<file path="config.mk">
export PLATFORM = sky130hd
export DESIGN_NAME = irq_prio_core
export DESIGN_NICKNAME = d
export VERILOG_FILES = /design/src/rtl/irq_core_pkg.sv /design/src/rtl/irq_prio_ctrl.sv /design/src/rtl/irq_prio_dp.sv /design/src/rtl/irq_prio_core.sv
export SDC_FILE = /design/constraint.sdc
export NUM_CORES = 1
export LEC_CHECK = 0
export CAP_MARGIN = 30
export CORE_UTILIZATION = 30
export CTS_CLUSTER_DIAMETER = 100
export DETAILED_ROUTE_END_ITERATION = 10
export GPL_ROUTABILITY_DRIVEN = 0
export GPL_TIMING_DRIVEN = 0
export PLACE_DENSITY = 0.54
export SKIP_LAST_GASP = 1
export SYNTH_ARGS = -nofsm -noshare
export SYNTH_HDL_FRONTEND = slang
export SYNTH_HIERARCHICAL = 1
export SYNTH_SLANG_ARGS = --single-unit
</file>
<file path="constraint.sdc">
create_clock -name clk -period 4.4 [get_ports clk]
set_input_delay 0.88 -clock clk [delete_from_list [all_inputs] [get_ports clk]]
set_output_delay 0.88 -clock clk [all_outputs]
set_load 0.1 [all_outputs]
</file>
<file path="src/rtl/irq_core_pkg.sv">
package irq_core_pkg;
  localparam int NUM_IN = 8;
  localparam int CMD_W = 3;

  // command codes that carry meaning; every other code is a no-op
  localparam logic [CMD_W-1:0] CMD_CLR_TOP = 3'b001;
  localparam logic [CMD_W-1:0] CMD_CLR_NAMED = 3'b011;
  localparam logic [CMD_W-1:0] CMD_ROT_TOP = 3'b101;
  localparam logic [CMD_W-1:0] CMD_ROT_NAMED = 3'b111;
  localparam logic [CMD_W-1:0] CMD_SET_LOW = 3'b110;

  typedef struct packed {
    logic doAck;     // acknowledge this cycle
    logic clrTop;    // clear highest-ranked in-service bit
    logic clrNamed;  // clear in-service bit at eoiLevel
    logic rotTop;    // make the cleared top level the lowest
    logic rotNamed;  // make eoiLevel the lowest
  } ctrlStrobe_t;
endpackage

</file>
<file path="src/rtl/irq_prio_ctrl.sv">
module irq_prio_ctrl
  import irq_core_pkg::*;
(
  input  logic             intAck,
  input  logic             eoiValid,
  input  logic [CMD_W-1:0] eoiCmd,
  output ctrlStrobe_t      strobe
);
  always_comb begin
    strobe = '0;
    strobe.doAck = intAck;
    if (eoiValid) begin
      case (eoiCmd)
        CMD_CLR_TOP:   strobe.clrTop = 1'b1;
        CMD_CLR_NAMED: strobe.clrNamed = 1'b1;
        CMD_ROT_TOP: begin
          strobe.clrTop = 1'b1;
          strobe.rotTop = 1'b1;
        end
        CMD_ROT_NAMED: begin
          strobe.clrNamed = 1'b1;
          strobe.rotNamed = 1'b1;
        end
        CMD_SET_LOW:   strobe.rotNamed = 1'b1;
        default:       strobe = strobe;
      endcase
    end
  end
endmodule

</file>
<file path="src/rtl/irq_prio_dp.sv">
module irq_prio_dp
  import irq_core_pkg::*;
#(
  parameter int NUM = NUM_IN,
  parameter int VEC_W = 8,
  localparam int IDX_W = $clog2(NUM),
  localparam int BASE_W = VEC_W - IDX_W
) (
  input  logic              clk,
  input  logic              rstN,
  input  logic [NUM-1:0]    irqLines,
  input  logic              levelMode,
  input  logic [NUM-1:0]    maskReg,
  input  logic [BASE_W-1:0] vecBase,
  input  logic              autoEoi,
  input  logic              specialMask,
  input  logic [IDX_W-1:0]  eoiLevel,
  input  ctrlStrobe_t       strobe,
  output logic              intReq,
  output logic [VEC_W-1:0]  vecOut,
  output logic              vecValid,
  output logic [NUM-1:0]    irrOut,
  output logic [NUM-1:0]    isrOut
);
  localparam logic [IDX_W-1:0] SPUR_IDX = IDX_W'(NUM - 1);

  logic [NUM-1:0]   irrQ, isrQ, prevQ, irrNext, isrNext;
  logic [NUM-1:0]   eligible, blocking;
  logic [IDX_W-1:0] lowQ, lowNext, scanIdx, reqIdx, topIdx;
  logic             reqFound, topFound, blocked, ackHit;
  logic [VEC_W-1:0] vecQ;
  logic             vldQ;

  // walk inputs from highest to lowest rank under the current rotation
  always_comb begin
    eligible = irrQ & ~maskReg;
    blocking = specialMask ? (isrQ & ~maskReg) : isrQ;
    reqFound = 1'b0;
    reqIdx = '0;
    topFound = 1'b0;
    topIdx = '0;
    blocked = 1'b0;
    scanIdx = '0;
    for (int k = 0; k < NUM; k++) begin
      scanIdx = IDX_W'(int'(lowQ) + 1 + k);
      if (!topFound && isrQ[scanIdx]) begin
        topFound = 1'b1;
        topIdx = scanIdx;
      end
      if (blocking[scanIdx]) blocked = 1'b1;
      if (!blocked && !reqFound && eligible[scanIdx]) begin
        reqFound = 1'b1;
        reqIdx = scanIdx;
      end
    end
  end

  always_comb begin
    ackHit = strobe.doAck && reqFound;
    irrNext = levelMode ? irqLines : (irrQ | (irqLines & ~prevQ));
    if (ackHit) irrNext[reqIdx] = 1'b0;
    isrNext = isrQ;
    if (strobe.clrTop && topFound) isrNext[topIdx] = 1'b0;
    if (strobe.clrNamed) isrNext[eoiLevel] = 1'b0;
    if (ackHit && !autoEoi) isrNext[reqIdx] = 1'b1;
    lowNext = lowQ;
    if (strobe.rotTop && topFound) lowNext = topIdx;
    if (strobe.rotNamed) lowNext = eoiLevel;
  end

  always_ff @(posedge clk) begin
    if (!rstN) begin
      irrQ <= '0;
      isrQ <= '0;
      prevQ <= '0;
      lowQ <= SPUR_IDX;
      vecQ <= '0;
      vldQ <= 1'b0;
    end else begin
      irrQ <= irrNext;
      isrQ <= isrNext;
      prevQ <= irqLines;
      lowQ <= lowNext;
      vldQ <= strobe.doAck;
      if (strobe.doAck) vecQ <= {vecBase, (reqFound ? reqIdx : SPUR_IDX)};
    end
  end

  assign intReq = reqFound;
  assign vecOut = vecQ;
  assign vecValid = vldQ;
  assign irrOut = irrQ;
  assign isrOut = isrQ;
endmodule

</file>
<file path="src/rtl/irq_prio_core.sv">
module irq_prio_core
  import irq_core_pkg::*;
(
  input  logic       clk,
  input  logic       rstN,
  input  logic [7:0] irqLines,
  input  logic       levelMode,
  input  logic [7:0] maskReg,
  input  logic [4:0] vecBase,
  input  logic       autoEoi,
  input  logic       specialMask,
  input  logic       intAck,
  input  logic       eoiValid,
  input  logic [2:0] eoiCmd,
  input  logic [2:0] eoiLevel,
  output logic       intReq,
  output logic [7:0] vecOut,
  output logic       vecValid,
  output logic [7:0] irrOut,
  output logic [7:0] isrOut
);
  ctrlStrobe_t strobe;

  irq_prio_ctrl u_ctrl (
    .intAck(intAck),
    .eoiValid(eoiValid),
    .eoiCmd(eoiCmd),
    .strobe(strobe)
  );

  irq_prio_dp #(.NUM(8), .VEC_W(8)) u_dp (
    .clk(clk),
    .rstN(rstN),
    .irqLines(irqLines),
    .levelMode(levelMode),
    .maskReg(maskReg),
    .vecBase(vecBase),
    .autoEoi(autoEoi),
    .specialMask(specialMask),
    .eoiLevel(eoiLevel),
    .strobe(strobe),
    .intReq(intReq),
    .vecOut(vecOut),
    .vecValid(vecValid),
    .irrOut(irrOut),
    .isrOut(isrOut)
  );
endmodule

</file>
; Word level (Yosys, flattened, before mapping)
; Index checks and enable logic that the tools add are counted.
[word_totals]
word_cells = 210
out_inout_bits = 26
ff_bits = 36
[op_classes]
add_sub_neg = 8
n_eq_ne = 5
order_cmp = 14
muxes = 108
n_bitwise = 13
reduce_logical = 56
[ops]
columns = op, n
row1 = 1-bit binary-select mux with 3-bit select, 24
row2 = 3-bit 2-to-1 mux, 19
row3 = 1-bit 2-to-1 mux, 55
row4 = 8-bit AND, 6
row5 = 8-bit 2-to-1 mux, 6
row6 = "3-bit by 4-bit less-than comparator with 1-bit output, second input constant", 11
row7 = 8-bit inverter, 5
row8 = 1-bit logical AND, 29
row9 = 1-bit logical NOT, 23
row10 = 8-bit OR, 2
row11 = "3-bit adder, second input constant", 4
row12 = 1-bit demux with 3-bit select, 3
row13 = "3-bit == test, second input constant", 3
row14 = "3-bit by 1-bit >= comparator with 1-bit output, second input constant", 3
row15 = "3-bit by 1-bit adder with 3-bit output, second input constant", 2
row16 = "3-bit by 2-bit adder with 3-bit output, second input constant", 2
row17 = 2-bit OR reduction, 3
row18 = 4-bit 2-to-1 mux, 1
row19 = "3-bit by 1-bit == test with 1-bit output, second input constant", 1
row20 = "3-bit by 2-bit == test with 1-bit output, second input constant", 1
row21 = 2-bit nonzero test, 1

; Depth between registers and ports, before layout
; Gate-level depths: netlist of run 1.
[depth]
word_depth = 44
mapped_depth = 17

; Hierarchy
; Netlist of run 1, hierarchy kept.
[by_module_without_submodules]
columns = module, n_inst, area_per_inst_um2, cells_each
row1 = irq_prio_dp, 1, 4355.4, 494
row2 = irq_prio_ctrl, 1, 42.5, 5

; Worst setup path before layout of run 1
; Ideal clock, no wire load.
[synth_path]
path_kind = register to register
startpoint = register u_dp.lowQ[0]
endpoint = register u_dp.isrQ[1], in the netlist u_dp/isrOut[1]
arrival_time_ps = 4613
stages_incl_launch_ff = 17
path_buffers = 5
setup_ps = 69
period_less_slack_ps = 4682
setup_slack_ps = -282
cell_sequence = dfxtp_1 -> inv_2 -> clkbuf_1 -> ha_1 -> buf_6 -> buf_8 -> buf_6 -> buf_6 -> or4b_1 -> a21boi_1 -> o21ai_1 -> a22oi_2 -> o311ai_0 -> nand2b_1 -> nand2_1 -> or4_1 -> o21ai_1
[synth_lines]
columns = element, line_no
row1 = "start, declared", irq_prio_dp.sv:29  ; logic [IDX_W-1:0] lowQ, lowNext, scanIdx, reqIdx, topIdx;
row2 = "start signal, assigned", irq_prio_dp.sv:83  ; lowQ <= lowNext;
row3 = 3-bit by 1-bit adder with 3-bit output (*), irq_prio_dp.sv:45  ; scanIdx = IDX_W'(int'(lowQ) + 1 + k);
row4 = branches (longest 33 deep; another with 3-bit by 2-bit adder with 3-bit output), -
row5 = 1-bit 2-to-1 mux (*), irq_prio_dp.sv:51  ; if (!blocked && !reqFound && eligible[scanIdx]) begin
row6 = named net intReq, irq_prio_core.sv:16  ; output logic intReq,
row7 = 1-bit logical AND (*), irq_prio_dp.sv:59  ; ackHit = strobe.doAck && reqFound;
row8 = 1-bit logical AND (*), irq_prio_dp.sv:65  ; if (ackHit && !autoEoi) isrNext[reqIdx] = 1'b1;
row9 = 8-bit 2-to-1 mux (*), irq_prio_dp.sv:65
row10 = "end signal, assigned", irq_prio_dp.sv:81  ; isrQ <= isrNext;
row11 = "end, declared", irq_prio_dp.sv:27  ; logic [NUM-1:0] irrQ, isrQ, prevQ, irrNext, isrNext;
; Mark *: on every way through the listed nets, which the timed path passes. The select of a mux whose other input is x is not followed.
; A chain may end at the register's enable or synchronous reset.

; Worst setup path after layout of run 1
[layout_path]
startpoint = register u_dp.lowQ[0]
endpoint = output intReq
[layout_between]
elab_chain_cells = 35
[layout_rtl]
columns = element, line_no
row1 = 3-bit by 1-bit adder with 3-bit output (*), irq_prio_dp.sv:45
row2 = branches (longest 33 deep; another with 3-bit by 2-bit adder with 3-bit output), -
row3 = 1-bit 2-to-1 mux (*), irq_prio_dp.sv:51
row4 = "end, declared", irq_prio_core.sv:16
; Mark *: on every way between the ends. The select of a mux whose other input is x is not followed.

==> results.md, run 1 <==
- The flow ran to the end, and the final reports show no timing, DRC or antenna violations.
- The headroom to the max-slew limit is 32.5%.
- From synthesis to final layout, the design area changed by 25.3%.
- Dividing total power by cell area gives a power density of 558 mW/mm².
- Between clock sinks in the finished design, the worst skew comes to 4.04 ps.
- Along the worst path, the maximum fanout reaches 10.
- At the pin with the least slew margin, the transition time is 1010 ps.
- The final number of setup-violating endpoints is 0.
- The floorplan step defined a die boundary enclosing 0.0151 mm².
- The standard-cell row count is 43.
- The floorplan step defined a core boundary enclosing 0.0141 mm².
- In the layout the commonest cells are clkdlybuf4s50_1 (55), nand2_1 (37), dfxtp_1 (35).
- The post-synthesis cell type count is 107.
- The top layer reached by signal wires is met4.
- The post-route minimum period is 4310 ps.
- The initial antenna violation count is 0.
- The area of the mapped netlist is 0.00440 mm².
- The first-pass iteration count of the detailed router is 6.
- In the detailed route, the total length drawn on met3 is 1030 µm.
- Summed over all layers, the routed wires come to 15,100 µm.
- The wire length of the first global-routing pass is 23,900 µm.
- The number of enable flip-flop cells after synthesis is 0.
- The maximum number of pins on one net before global-route repair is 13.
- For this design, the sink count on the clock tree is 36.
- After global routing the overflow that remains totals 0.
- The data arrival time of the critical path is 3430 ps.
- The worst setup path is captured at an output port.
- The data required time of the critical path is 3520 ps.
- The worst-case vdd ir drop is 0.000581 V.
- For this run, the number of Yosys warnings is 6.
- The number of cells in the finished layout apart from fillers is 753.
- For this run, design rule violations remaining after detail routing come to 0.
- The synthesized area per cell is 8.81 µm².
- STA classifies the critical path startpoint as a flip-flop.
- Of the available clock period, the critical path in the final layout requires 97.9%.
- In this run the remaining antenna-violating nets after routing total 0.
- For this block, the via count after detailed routing is 4,565.
- The path class of the tightest hold or removal check is reg -> reg.
- The max-cap check violation count is 0.
- The part of the Yosys area used for sequential elements is 16.4%.
- The antenna cell count is 0.
- The clock passes through at most 2 buffers.
- The library cell used most frequently in the layout, excluding fill and tap cells, is clkdlybuf4s50_1.
- From left edge to right edge, the die measures 123 µm.
- Timing would allow up to 0.232 GHz.
- With fillers left out, the area of the finished cells amounts to 0.00551 mm².
- Cells with a size suffix above 1 make up 20.2% of the layout.
- Of all flip-flops after synthesis, the portion carrying an async set or reset was 0%.
- The flip-flop cell with the highest count after synthesis is dfxtp_1.
- The die is 123 µm tall.
- The met1 wire length is 6570 µm.
- The worst setup path is of the reg -> out kind.
- The routed design uses 7080 µm of met2 wire.
- The first routing iteration left 293 violations.
- The via-per-instance ratio is 6.06.
- Clock-pin slew was measured on the worst setup and hold paths at 60 ps.
- The total clock buffers created by CTS is 5.
- The clock insertion delay at the later pin of the skew report is 280 ps.
- The net count of the finished layout is 608.
- The synthesized instance count is 499.
- The final hold violation count was 0.
- The final number of max-transition violations is 0.
- The master cell of the clock root buffer is clkbuf_16.
- Prior to clock tree synthesis, the placed netlist has a worst setup slack of -1210 ps.
- Once placement finished, the instance area stood at 0.00520 mm².
- For this run, the share of the core covered by cells in the final layout is 39.1%.
- 60 I/O pins were placed.
- The H-tree level count is 2.
- In the final routed layout, each cell accounts on average for 20.0 µm.
- Setup repair after global routing could not meet its margin everywhere.
- Final hold analysis gives a worst-case slack of 524 ps.
- The total of flip-flops plus latches after synthesis is 36.
- The wire-length estimate of the detail-placed layout is 11,500 µm.
- The number of global-route vias before repair is 4,478.
- The starting density of the core is 31.2%.
- The worst path meets setup with 92.5 ps of slack.
- Summed over all cells, the static leakage comes to 2.08 nW.
- When the netlist entered floorplanning its net count stood at 535.
- The number of port buffers is 57.
- The layout filler cell count is 1,458.
- TritonCTS built the clock tree.
- The number of placed instances, taps included, is 736.
- Global routing used 20.4% of the available tracks.
[cell families after synthesis]
logic type / Yosys count / synth area share, %
compound gates: 173 / 30.9
xor+xnor: 8 / 3.30
fa+ha+maj: 2 / 0.569
buf+inv: 59 / 7.68
flops: 36 / 16.4
mux: 51 / 18.8
simple gates: 170 / 22.4
[sequential cells by signal (all words and copies together), names as in the netlist]
name           cells
u_dp/isrOut        8
u_dp/vecOut        8
u_dp/prevQ         8
u_dp/lowQ          3
u_dp/irrOut        8
u_dp/vecValid      1
[path summary, 6_finish.rpt]
path	start	end	slack (ps)	cells after the start
worst max-delay path	u_dp/lowQ[0]	intReq	90	14
worst min-delay path	u_dp/vecOut[4]	u_dp/vecOut[4]	520	2
worst max register to register	u_dp/lowQ[0]	u_dp/isrOut[4]	120	18
worst min register to register	u_dp/vecOut[4]	u_dp/vecOut[4]	520	2
[stage by stage]
stage	TNS, ps	power, mW
after global placement	-7110	2.50
after detailed placement	-6500	2.50
after CTS	-23.4	2.92
after global routing	-8.92	3.24
after floorplan	0	1.99
final	0	3.08
[routing by layer]
layer / vias to the layer above / global-route usage (%)
met1: 2181 / 27.1
met2: 233 / 33.8
li1: 2118 / -
met5: - / 0
met3: 33 / 2.49
met4: 0 / 7.30
[power breakdown]
| part | leakage (nW) | internal [mW] | switching (mW) |
|---|---|---|---|
| combinational | 1.71 | 0.863 | 1.44 |
| sequential | 0.297 | 0.372 | 0.0626 |
| clock | 0.0736 | 0.208 | 0.134 |
[critical path, cell delays in order, from the launching register on]
cell      delay, ps
dfxtp_4         400
inv_6            70
clkbuf_8        180
ha_1            310
buf_6           140
buf_8           150
buf_6           150
buf_6           140
or4b_4          540
a21boi_1        150
o21ai_1         110
a22oi_2         310
o311ai_2        160
nand2b_4        150
buf_12          180
[synthesized netlist by cell type, types with 9 or more instances]
master / count / area share, %
nor2_1: 27 / 2.3
buf_6: 10 / 2.6
o211ai_1: 10 / 1.7
nor2b_1: 23 / 3.3
nor3_1: 12 / 1.4
nand2_1: 37 / 3.2
a31oi_1: 12 / 1.7
clkbuf_1: 13 / 1.1
dfxtp_1: 36 / 16
mux4_2: 19 / 9.7
mux2i_1: 18 / 4.1
inv_1: 22 / 1.9
o21ai_0: 22 / 2.5
and2_1: 13 / 1.8
mux2_2: 9 / 2.3
a21oi_1: 16 / 1.8
[area by class of cell]
| cell class | instances | area, µm² | share of cell area, % |
|---|---|---|---|
| repair buffers | 66 | 654 | 11.9 |
| flip-flops and latches | 36 | 724 | 13.1 |
| well taps | 180 | 225 | 4.09 |
| inverters | 23 | 91.3 | 1.66 |
| plain buffers | 36 | 267 | 4.84 |
| multi-input cells | 404 | 3410 | 61.8 |
| clock buffers | 5 | 125 | 2.27 |
| clock inverters | 3 | 18.8 | 0.341 |
[what timing repair did]
item | 4_1_cts | 5_1_grt
setup buffers | 1 | 8
resized for setup | 18 | 18
setup endpoints to repair | 22 | 18
hold buffers | 0 | 0
pin swaps | 2 | 5
endpoints found under the hold margin | 0 | 0
Note: power is estimated with default switching activity, not from simulation.
==> inputs of run 2 (changes only) <==
PLACE_DENSITY = default   (was 0.54)
clock period = 5.49 ns   (was 4.4 ns; I/O delays follow)
==> run 2 against run 1 <==
Via count fell by 2.4%. Sequential cell count unchanged. Sequential power is 20% lower. Critical endpoint unchanged.
==> results.md, run 2 (synthesis results as in run 1) <==
- The critical path launch point type is an input port.
- The maximum number of pins on one net before global-route repair is 19 (+6).
- The antenna cell count is 0 (unchanged).
- The half-perimeter wire length of the detailed placement result is 11,300 µm (-1.8%).
- The die width is 123 µm (unchanged).
- The total negative setup slack was 0 ps (unchanged).
- The number of buffers on the longest clock path is 2 (unchanged).
- The number of buffers inserted to repair setup after CTS is 0 (-1).
- After global routing, the most crowded layer is met2.
- The worst path in the final design needs a cycle of 5350 ps, including I/O delays and setup.
- The routed length per placed instance came to 19.6 µm (-2.3%).
- The aggregate global-route resource usage is 19.7% (-0.72 points).
- The met2 demand-to-capacity share in global routing is 32.5% (-1.4 points).
- The layout filler cell count is 1,457 (-0.069%).
- The number of I/O pins is 60 (unchanged).
- The total of hold buffers inserted after clock tree synthesis came to 0 (unchanged).
- The die area was 0.0151 mm² (unchanged).
- The headroom to the max-slew limit is 32.8% (+0.24 points).
- The source of the critical timing path is specialMask.
- The critical path ends at intReq.
- The proportion of power drawn by flip-flops and latches came to 15.1% (+1.0 points).
- Based on the critical path, the design can be clocked at up to 0.187 GHz.
- The worst setup path is captured at an output port.
- The data arrival time of the critical path is 4250 ps (+820 ps).
- The global-route track usage on met3 is 3.14% (+0.65 points).
- The clock sink count is 36 (unchanged).
- The most common cell after layout, fill and taps aside is clkdlybuf4s50_1.
- The area growth from synthesis to layout is 21.3%.
- The global routing met1 resource utilization was 25.7% (-1.4 points).
- The first-pass iteration count of the detailed router is 5 (-1).
- The via-per-instance ratio is 6.00 (-1.1%).
- The switching power was 1.25 mW (-24%).
- The footprint of the multi-input gates is 0.00334 mm² (-1.9%).
- The share of cells above drive strength 1 is 17.2% (-3.0 points).
- The cell internal power dissipation was 1.05 mW (-27%).
- In the layout the commonest cells are clkdlybuf4s50_1 (56), nand2_1 (37), dfxtp_1 (36).
- The storage element area is 721 µm² (-0.52%).
- The vertical extent of the die is 123 µm (unchanged).
- The maximum fanout count along the critical path is 10 (unchanged).
- The via count of the routed design is 4,456 (-2.4%).
- The initial antenna violation count is 0 (unchanged).
- The sum of overflow across all layers after global routing was 0 (unchanged).
- The standard-cell row count is 43 (unchanged).
- The H-tree level count is 2 (unchanged).
- The total wire length after detailed routing is 14,600 µm (-3.6%).
- The final clock skew is 5.15 ps (+1.11 ps).
- The max-cap check violation count is 0 (unchanged).
- The post-placement cell area is 0.00519 mm² (about the same).
- The final number of setup-violating endpoints is 0 (unchanged).
- The power per unit of standard cell area is 431 mW/mm² (-23%).
- The transition time at the pin with the least slew margin is 1010 ps (-3.62 ps).
- The number of global-route vias before repair is 4,322 (-3.5%).
- The final number of max-transition violations was 0 (unchanged).
- The utilization of the core after routing came to 37.8% (-1.3 points).
- In this run the critical register-to-register path is launched from u_dp/lowQ[0].
- The master cell of the clock root buffer is clkbuf_16.
- The critical path in this run is classified as in -> out.
- The final hold violation count was 0 (unchanged).
- The setup slack of the worst register-to-register path is 860 ps (+740 ps).
- The detailed-route DRC error count came to 0 (unchanged).
- The cell area after layout is 0.00534 mm² (-3.2%).
- The count of antenna-violating nets left after detailed routing came to 0 (unchanged).
- The core area is 0.0141 mm² (unchanged).
- In the finished design, the share of the clock period the worst path needs comes to 97.5%.
- The number of design-rule violations left by the first detailed-router iteration is 317 (+8.2%).
- The clock slew at the register clock pins of the worst setup and hold paths is 50 ps (about the same).
- The leakage power summed over all cells is 1.98 nW (-4.7%).
- The part of the total power dissipated in combinational logic is 72.8% (-2.0 points).
- The flow ran to the end, and the final reports show no timing, DRC or antenna violations.
- The overall power after layout is 2.30 mW (-25%).
- The layout net count was 598 (-1.6%).
- The clock insertion delay at the later pin of the skew report is 280 ps (about the same).
- The worst-case vdd ir drop is 0.000353 V (-39%).
- The number of port buffers is 57 (unchanged).
- The TritonCTS clock tree is built.
- The wire length of the first global-routing pass is 23,100 µm (-3.5%).
- The path class of the tightest hold or removal check is reg -> reg.
- The share of total power in the clock network is 12.1% (+1.0 points).
- The number of cells on the worst reg-to-reg path is 15 (-3).
- Setup repair after global routing left no endpoint under its margin.
- The endpoint of the lowest-slack register-to-register path is u_dp/irrOut[3].
- The net switching fraction of the power was 54.3% (+1.2 points).
- The number of gates resized after CTS is 3 (-15).
- The total clock buffers created by CTS is 5 (unchanged).
- The starting density of the core is 31.2% (unchanged).
- The data required time of the critical path came to 4390 ps (+870 ps).
run 2: changes by cell type in the layout (fill, tap and decap cells not counted), sizes merged:
cell,change
buf,-10
clkbuf,-1
clkdlybuf4s15,+1
clkdlybuf4s50,+1
dlymetal6s2s,-1
run 2: layer usage:
metal  routed length, µm  vias up
li1                    -     2091
met1                6430     2130
met2                6770      203
met3                1010       32
met4                 342        0
met5                   0        -
run 2: through the flow:
step | hold WS (ps) | setup WS [ps] | instances
2_1_floorplan | 593 | 808 | 499
3_3_place_gp | 499 | -381 | 736
3_5_place_dp | 506 | -393 | 736
4_1_cts | 523 | 182 | 743
5_1_grt | 539 | 10.4 | 743
6_report | 516 | 140 | 743
run 2: final cells by class:
class | count | share of cell area [%]
multi-input cells | 404 | 62.6
flip-flops and latches | 36 | 13.5
repair buffers | 57 | 10.7
plain buffers | 35 | 4.64
well taps | 180 | 4.22
clock buffers | 5 | 2.35
inverters | 23 | 1.62
clock inverters | 3 | 0.352
run 2: worst min-delay path by stage:
stage / start / endpoint / slack (ps) / cells past startpoint
finish: u_dp/vecOut[7] / u_dp/vecOut[7] / 520 / 2
detailed placement: u_dp/vecOut[4] / u_dp/vecOut[4] / 510 / 2
global route: u_dp/vecOut[7] / u_dp/vecOut[7] / 540 / 2
floorplan: u_dp/prevQ[1] / u_dp/irrOut[1] / 590 / 5
CTS: u_dp/vecOut[4] / u_dp/vecOut[4] / 520 / 2
global placement: u_dp/vecOut[4] / u_dp/vecOut[4] / 500 / 2
run 2: critical path, cell delays in order:
cell             delay (ps)
clkdlybuf4s50_1         560
buf_4                   190
a21boi_0                120
mux2_2                  350
mux4_2                  510
o21a_1                  210
o221ai_2                360
nand2b_1                260
clkdlybuf4s15_2         590
run 2: power groups by stage:
stage / registers [mW] / clock network [mW] / logic (mW)
finish: 0.347 / 0.278 / 1.67
global route: 0.353 / 0.295 / 1.78
CTS: 0.348 / 0.285 / 1.65
detailed placement: 0.353 / 0 / 1.65
global placement: 0.352 / 0 / 1.63
floorplan: 0.547 / 0 / 1.05
